## src/rtl/burst_seq_pkg.sv

```systemverilog
package burst_seq_pkg;

    // Burst ordering captured at the start of each burst
    typedef enum logic {
        ORD_LINEAR      = 1'b0,
        ORD_INTERLEAVED = 1'b1
    } burst_order_e;

    localparam int DEF_ADDR_W = 15;
    localparam int DEF_BEAT_W = 2;

    // A burst starts on either strobe
    function automatic logic burst_start(input logic cpu, input logic ctl);
        return cpu | ctl;
    endfunction

endpackage

```

## src/rtl/burst_base_reg.sv

```systemverilog
module burst_base_reg
    import burst_seq_pkg::*;
#(
    parameter int ADDR_W = DEF_ADDR_W
) (
    input  logic               clk,
    input  logic               rst,
    input  logic               load,
    input  logic [ADDR_W-1:0]  addr_d,
    input  burst_order_e       order_d,
    output logic [ADDR_W-1:0]  base_q,
    output burst_order_e       order_q
);

    always_ff @(posedge clk) begin
        if (rst) begin
            base_q  <= '0;
            order_q <= ORD_LINEAR;
        end else if (load) begin
            base_q  <= addr_d;
            order_q <= order_d;
        end
    end

endmodule

```

## src/rtl/burst_beat_ctr.sv

```systemverilog
module burst_beat_ctr
    import burst_seq_pkg::*;
#(
    parameter int BEAT_W = DEF_BEAT_W
) (
    input  logic              clk,
    input  logic              rst,
    input  logic              load,
    input  logic              step,
    output logic [BEAT_W-1:0] cnt_q
);

    always_ff @(posedge clk) begin
        if (rst || load) begin
            cnt_q <= '0;
        end else if (step) begin
            cnt_q <= cnt_q + BEAT_W'(1);
        end
    end

endmodule

```

## src/rtl/burst_order_map.sv

```systemverilog
module burst_order_map
    import burst_seq_pkg::*;
#(
    parameter int BEAT_W = DEF_BEAT_W
) (
    input  burst_order_e      order,
    input  logic [BEAT_W-1:0] start,
    input  logic [BEAT_W-1:0] cnt,
    output logic [BEAT_W-1:0] low
);

    logic [BEAT_W-1:0] lin_low;
    logic [BEAT_W-1:0] ilv_low;

    always_comb begin
        lin_low = start + cnt;
        ilv_low = start ^ cnt;
        low     = (order == ORD_INTERLEAVED) ? ilv_low : lin_low;
    end

endmodule

```

## src/rtl/burst_addr_seq.sv

```systemverilog
module burst_addr_seq
    import burst_seq_pkg::*;
#(
    parameter int ADDR_W = DEF_ADDR_W,
    parameter int BEAT_W = DEF_BEAT_W
) (
    input  logic              clk,
    input  logic              rst,
    input  logic              strobe_cpu,
    input  logic              strobe_ctl,
    input  logic              advance,
    input  logic              interleave,
    input  logic [ADDR_W-1:0] addr_in,
    output logic [ADDR_W-1:0] addr_out,
    output logic [BEAT_W-1:0] beat_idx
);

    localparam int UP_W = ADDR_W - BEAT_W;

    logic              load;
    logic [ADDR_W-1:0] base_q;
    burst_order_e      order_q;
    burst_order_e      order_d;
    logic [BEAT_W-1:0] low;

    assign load    = burst_start(strobe_cpu, strobe_ctl);
    assign order_d = interleave ? ORD_INTERLEAVED : ORD_LINEAR;

    burst_base_reg #(.ADDR_W(ADDR_W)) u_base (
        .clk     (clk),
        .rst     (rst),
        .load    (load),
        .addr_d  (addr_in),
        .order_d (order_d),
        .base_q  (base_q),
        .order_q (order_q)
    );

    burst_beat_ctr #(.BEAT_W(BEAT_W)) u_ctr (
        .clk   (clk),
        .rst   (rst),
        .load  (load),
        .step  (advance),
        .cnt_q (beat_idx)
    );

    burst_order_map #(.BEAT_W(BEAT_W)) u_map (
        .order (order_q),
        .start (base_q[BEAT_W-1:0]),
        .cnt   (beat_idx),
        .low   (low)
    );

    generate
        if (UP_W > 0) begin : g_upper
            assign addr_out = {base_q[ADDR_W-1:BEAT_W], low};
        end else begin : g_low_only
            assign addr_out = low;
        end
    endgenerate

endmodule

```

## config.mk

```make
export PLATFORM = sky130hd
export DESIGN_NAME = burst_addr_seq
export DESIGN_NICKNAME = d
export VERILOG_FILES = /design/src/rtl/burst_seq_pkg.sv /design/src/rtl/burst_base_reg.sv /design/src/rtl/burst_beat_ctr.sv /design/src/rtl/burst_order_map.sv /design/src/rtl/burst_addr_seq.sv
export SDC_FILE = /design/constraint.sdc
export NUM_CORES = 1
export LEC_CHECK = 0
export BUFFER_PORTS_ARGS = -buffer_cell sky130_fd_sc_hd__buf_2
export CAP_MARGIN = 30
export CORE_MARGIN = 1
export CORE_UTILIZATION = 45
export CTS_BUF_LIST = sky130_fd_sc_hd__clkbuf_4 sky130_fd_sc_hd__clkbuf_8 sky130_fd_sc_hd__clkbuf_16
export DETAILED_ROUTE_END_ITERATION = 10
export PLACE_DENSITY = 0.84
export RECOVER_POWER = 25
export SLEW_MARGIN = 20
export SYNTH_ARGS = -nofsm -noshare
export SYNTH_HDL_FRONTEND = slang
export SYNTH_HIERARCHICAL = 1
export SYNTH_SLANG_ARGS = --single-unit
export TNS_END_PERCENT = 20
```

## constraint.sdc

```tcl
create_clock -name clk -period 2.65 [get_ports clk]
set_input_delay 0.3975 -clock clk [delete_from_list [all_inputs] [get_ports clk]]
set_output_delay 0.3975 -clock clk [all_outputs]
set_load 0.005 [all_outputs]
```

==> flow_metrics.env, run 1 <==
export IMPL_final_cells=116
export IMPL_synth_net_count=86
export IMPL_period_minus_slack_ps=1660
export IMPL_status="completed"
export IMPL_first_pass_iters=4
export IMPL_layout_commonest_cell="buf_2"
export IMPL_reg2reg_setup_slack_ps=1780
export IMPL_place_congestion=0.624
export IMPL_synth_compound_area_share_pct=3.19
export IMPL_arrival_ps=1270
export IMPL_drtAntennaViolNets=0
export IMPL_nFillCells=116
export IMPL_syn_inst=64
export IMPL_initial_core_util_pct=51.1
export IMPL_yosys_warnings=6
export IMPL_p_sw_mw=0.122
export IMPL_viasPerCell=4.80
export IMPL_num_antenna_cells=0
export IMPL_hold_ws_ps=339
export IMPL_placed_cells=112
export IMPL_finalSetupViolCount=0
export IMPL_synth_top_area_cell="dfxtp_1"
export IMPL_synth_area_sq_um=707
export IMPL_postCtsSetupBuffers=0
export IMPL_relSlewSlack_pct=35.6
export IMPL_muxShareOfSynthArea_pct=22.7
export IMPL_crit_type="flop to output pin"
export IMPL_crit_required_ps=2250
export IMPL_final_layout_size_suffix_gt1_share_pct=41.6
export IMPL_reg2reg_depth=2
export IMPL_rsz0062_at_grt="no"
export IMPL_grt_max_degree=19
export IMPL_finClkSkew_ps=0.0547
export IMPL_clock_root_buffer="clkbuf_4"
export IMPL_finalSetupTns_ps=0
export IMPL_drtIter0Drc=5
export IMPL_leakage_nw=0.519
export IMPL_grt_pass1_wl_um=2190
export IMPL_htree_levels=1
export IMPL_maxCapViolCount=0
export IMPL_grt_ovfl_total=0
export IMPL_p_total_mw=0.530
export IMPL_cts_buffers=3
export IMPL_rows=13
export IMPL_numClockSinks=18
export IMPL_antenna_found_initial=0
export IMPL_powerDensity_nw_per_um2=585
export IMPL_yosys_area_share_simple_pct=12.0
export IMPL_drcViolationCount=0
export IMPL_synthTopCellsByArea="dfxtp_1, mux2i_1, nor2_1"
export IMPL_seq_power_share_pct=55.6
export IMPL_synth_top_family_by_area="multiplexers"
export IMPL_hold_path_class="input port to flop"
export IMPL_ys_seq_area_share_pct=51.0
export IMPL_core_region_area_sq_um=1380
export IMPL_synth_top_area_share_pct=51.0
export IMPL_ios=38
export IMPL_clk_latency_ps=290
export IMPL_syn_avg_cell_area_sq_um=11.0
export IMPL_grt_util_all_layers_pct=16.6
export IMPL_worstHoldPathCells=3
export IMPL_final_period_utilization_pct=62.8
export IMPL_combPwrFrac_pct=13.1
export IMPL_vias=557
export IMPL_worstMarginPinSlew_ps=966
export IMPL_port_buffers=37
export IMPL_max_freq_mhz=601
export IMPL_ys_ff_latch=18
export IMPL_hold_viol=0
export IMPL_synthXorXnorAreaFrac_pct=3.72
export IMPL_clkTransAtPathRegs_ps=100
export IMPL_intPower_mw=0.409
export IMPL_postCtsHoldBufs=0
export IMPL_multi_input_area_sq_um=307
export IMPL_cp_end_kind="output pin"
export IMPL_cts_resized=0
export IMPL_synthToLayoutAreaGrowth_pct=28.3
export IMPL_final_max_slew_viol_count=0
export IMPL_switching_share_pct=23.0
export IMPL_die_area_sq_um=1730
export IMPL_clockBufferDepth=2
export IMPL_layout_common_cells="buf_2, dfxtp_1, mux2i_1, nor2_1"
export IMPL_wl_per_cell_um=11.3
export IMPL_clock_power_share_pct=31.4
export IMPL_crit_fanout=5
export IMPL_nets=124
export IMPL_ff_latch_area_sq_um=360
export IMPL_wirelength_um=1310
export IMPL_die_w_um=41.6
export IMPL_cts_tree="built"
export IMPL_worst_setup_path_start_kind="flop"
export IMPL_synth_cell_types=15
export IMPL_ir_worst_vdd_mv=0.355
export IMPL_synth_fa_ha_area_share_pct=1.77
export IMPL_die_y_um=41.6
export IMPL_grt_pass1_vias=496
final cells by class:
| class | count | area share [%] |
|---|---|---|
| sequential | 18 | 39.7 |
| multi-input combinational | 42 | 33.8 |
| timing repair buffer | 37 | 20.4 |
| clock buffer | 4 | 4.00 |
| tap | 15 | 2.07 |
synthesized netlist by cell type:
cell type / n
a211oi_2: 1
a21bo_1: 1
buf_1: 1
buf_12: 1
buf_2: 1
buf_6: 1
dfxtp_1: 18
ha_1: 1
mux2i_1: 16
nand3b_1: 1
nor2_1: 16
nor2b_1: 1
nor3_1: 1
or2_1: 1
xnor2_1: 3
per-stage QoR:
step	util [%]	setup slack [ps]	area, sq um
floorplan	-	1410	707
global placement	63.0	1020	871
detailed placement	63.0	980	871
CTS	65.6	969	907
global route	65.6	885	907
finish	65.6	986	907
worst paths after layout:
kind | endpoint | start
setup / recovery | addr_out[1] | u_ctr/cnt_q[0]
hold / removal | u_base/base_q[14] | addr_in[14]
setup reg to reg | u_ctr/cnt_q[1] | u_ctr/cnt_q[1]
hold reg to reg | u_base/base_q[14] | u_base/base_q[14]
cells by family after synthesis:
logic type / Yosys count
adders and majority gates: 1
muxes: 16
and+or+nand+nor: 20
DFF: 18
AOI/OAI and AO/OA: 2
buffers and inverters: 4
xor gates and xnor gates: 3
critical path: stages (launching register included):
cell     delay [ps]
dfxtp_1         420
ha_1            170
nor2b_1         150
xnor2_1         120
buf_2           120
per-layer routing:
layer / global-route usage, % / routed length, um / up-vias
met1: 20.9 / 601 / 248
met4: 11.6 / 27 / 0
met5: 0 / 0 / -
met2: 25.6 / 619 / 19
met3: 2.61 / 57 / 4
li1: - / - / 286
power groups by stage:
stage | Sequential (mW) | Clock, mW | Combinational, mW
after floorplan | 0.302 | 0 | 0.0396
after global placement | 0.300 | 0 | 0.0680
after detailed placement | 0.301 | 0 | 0.0699
after CTS | 0.295 | 0.173 | 0.0700
after global routing | 0.297 | 0.187 | 0.0775
final | 0.295 | 0.166 | 0.0694
state kept, by name, indices dropped and copies added (netlist names):
| signal | flops |
|---|---|
| u_base/order_q | 1 |
| u_ctr/cnt_q | 2 |
| u_base/base_q | 15 |
No activity file was read; power rests on OpenSTA's default activity.
==> run 2, diff against run 1 <==
- CORE_UTILIZATION: 45 -> 42
- PLACE_DENSITY: 0.84 -> 0.8
- clock period: 2.65 -> 1.7 ns (I/O delays scaled with it)
==> flow_metrics.env, run 2 (synthesis gave the netlist of run 1 again) <==
export IMPL_max_freq_mhz=651
export IMPL_cts_tree="built"
export IMPL_layout_common_cells="buf_2, dfxtp_1, mux2i_1, nor2_1"
export IMPL_clock_root_buffer="clkbuf_4"
export IMPL_top_register="u_base/base_q"
export IMPL_final_cells=118
export IMPL_place_congestion=0.630
export IMPL_critPathLaunch="u_ctr/cnt_q[0]"
export IMPL_final_layout_size_suffix_gt1_share_pct=42.2
export IMPL_viasPerCell=4.75
export IMPL_clk_latency_ps=280
export IMPL_postCtsHoldBufs=0
export IMPL_reg_top3="u_base/base_q (15), u_ctr/cnt_q (2), u_base/order_q (1)"
export IMPL_final_max_slew_viol_count=0
export IMPL_clkTransAtPathRegs_ps=90
export IMPL_wirelength_um=1250
export IMPL_htree_levels=1
export IMPL_rsz0062_at_grt="no"
export IMPL_cts_buffers=3
export IMPL_initial_core_util_pct=45.9
export IMPL_nFillCells=138
export IMPL_reg2reg_depth=2
export IMPL_status="completed"
export IMPL_hold_viol=0
export IMPL_worstMarginPinSlew_ps=660
export IMPL_crit_required_ps=1440
export IMPL_core_region_area_sq_um=1540
export IMPL_finClkSkew_ps=0.0819
export IMPL_rows=14
export IMPL_vias=560
export IMPL_hold_path_class="input port to flop"
export IMPL_die_y_um=43.0
export IMPL_period_minus_slack_ps=1540
export IMPL_leakage_nw=0.522
export IMPL_layout_commonest_cell="buf_2"
export IMPL_ff_latch_area_sq_um=360
export IMPL_rr_startpoint="u_ctr/cnt_q[1]"
export IMPL_multi_input_area_sq_um=307
export IMPL_finalSetupTns_ps=0
export IMPL_dp_hpwl_um=919
export IMPL_arrival_ps=1280
export IMPL_reg2reg_setup_slack_ps=830
export IMPL_maxCapViolCount=0
export IMPL_drtIter0Drc=7
export IMPL_grt_util_all_layers_pct=14.2
export IMPL_hold_end="u_base/order_q"
export IMPL_die_w_um=43.0
export IMPL_synthToLayoutAreaGrowth_pct=29.2
export IMPL_ios=38
export IMPL_cts_resized=0
export IMPL_relSlewSlack_pct=56.0
export IMPL_first_pass_iters=4
export IMPL_postCtsSetupBuffers=0
export IMPL_numClockSinks=18
export IMPL_wl_per_cell_um=10.6
export IMPL_crit_fanout=5
export IMPL_drtAntennaViolNets=0
export IMPL_ir_worst_vdd_mv=0.439
export IMPL_die_area_sq_um=1850
export IMPL_final_period_utilization_pct=90.3
export IMPL_cp_end_kind="output pin"
export IMPL_rr_endpoint="u_ctr/cnt_q[1]"
export IMPL_nets=125
export IMPL_clockBufferDepth=2
export IMPL_port_buffers=37
export IMPL_grt_pass1_vias=507
export IMPL_grt_pass1_wl_um=1990
export IMPL_largest_reg_flops=15
export IMPL_num_antenna_cells=0
export IMPL_placed_cells=113
export IMPL_grt_ovfl_total=0
export IMPL_crit_type="flop to output pin"
export IMPL_p_total_mw=0.815
export IMPL_grt_max_degree=19
export IMPL_worstHoldPathCells=3
export IMPL_finalSetupViolCount=0
export IMPL_min_from="interleave"
export IMPL_drcViolationCount=0
export IMPL_worst_setup_path_start_kind="flop"
export IMPL_powerDensity_nw_per_um2=892
export IMPL_antenna_found_initial=0
==> run 2: where the power goes <==
part           internal, mW  switching [mW]
combinational        0.0597          0.0480
clock                 0.130           0.117
sequential            0.447          0.0128
==> run 2: routing by layer <==
metal | share of wire [%] | routed length (um) | GRT usage, % | vias up
li1 | - | - | - | 286
met1 | 47 | 583 | 16.5 | 244
met2 | 43 | 532 | 23.0 | 30
met3 | 10 | 129 | 5.96 | 0
met4 | 0 | 0 | 5.45 | 0
met5 | 0 | 0 | 0 | -
==> run 2: area by class of cell <==
cell class / count / share of cell area, %
Sequential cell: 18 / 39.5
Clock buffer: 4 / 3.97
Multi-Input combinational cell: 42 / 33.6
Timing Repair Buffer: 38 / 20.8
Tap cell: 16 / 2.19
==> run 2: how the worst max path moves through the flow <==
stage	end	cells after the start	slack, ps
after CTS	addr_out[1]	4	130
after global routing	addr_out[1]	4	50
after detailed placement	u_base/base_q[12]	4	140
after global placement	u_base/base_q[7]	4	190
after floorplan	u_base/base_q[10]	5	610
final	addr_out[1]	4	160
==> run 2: critical path, cell delays in order, from the launching register on <==
cell and delay [ps]:
dfxtp_1 420, ha_1 170, nor2b_1 150, xnor2_1 130, buf_2 130
==> run 2: stage by stage <==
stage / util [%] / instance area [sq um] / hold WS (ps) / setup slack, ps
after CTS: 58.9 / 908 / 201 / 134
after floorplan: - / 707 / 320 / 606
final: 59.3 / 913 / 207 / 165
after global placement: 56.6 / 872 / 468 / 194
after detailed placement: 56.6 / 872 / 478 / 141
after global routing: 59.3 / 913 / 194 / 54.3
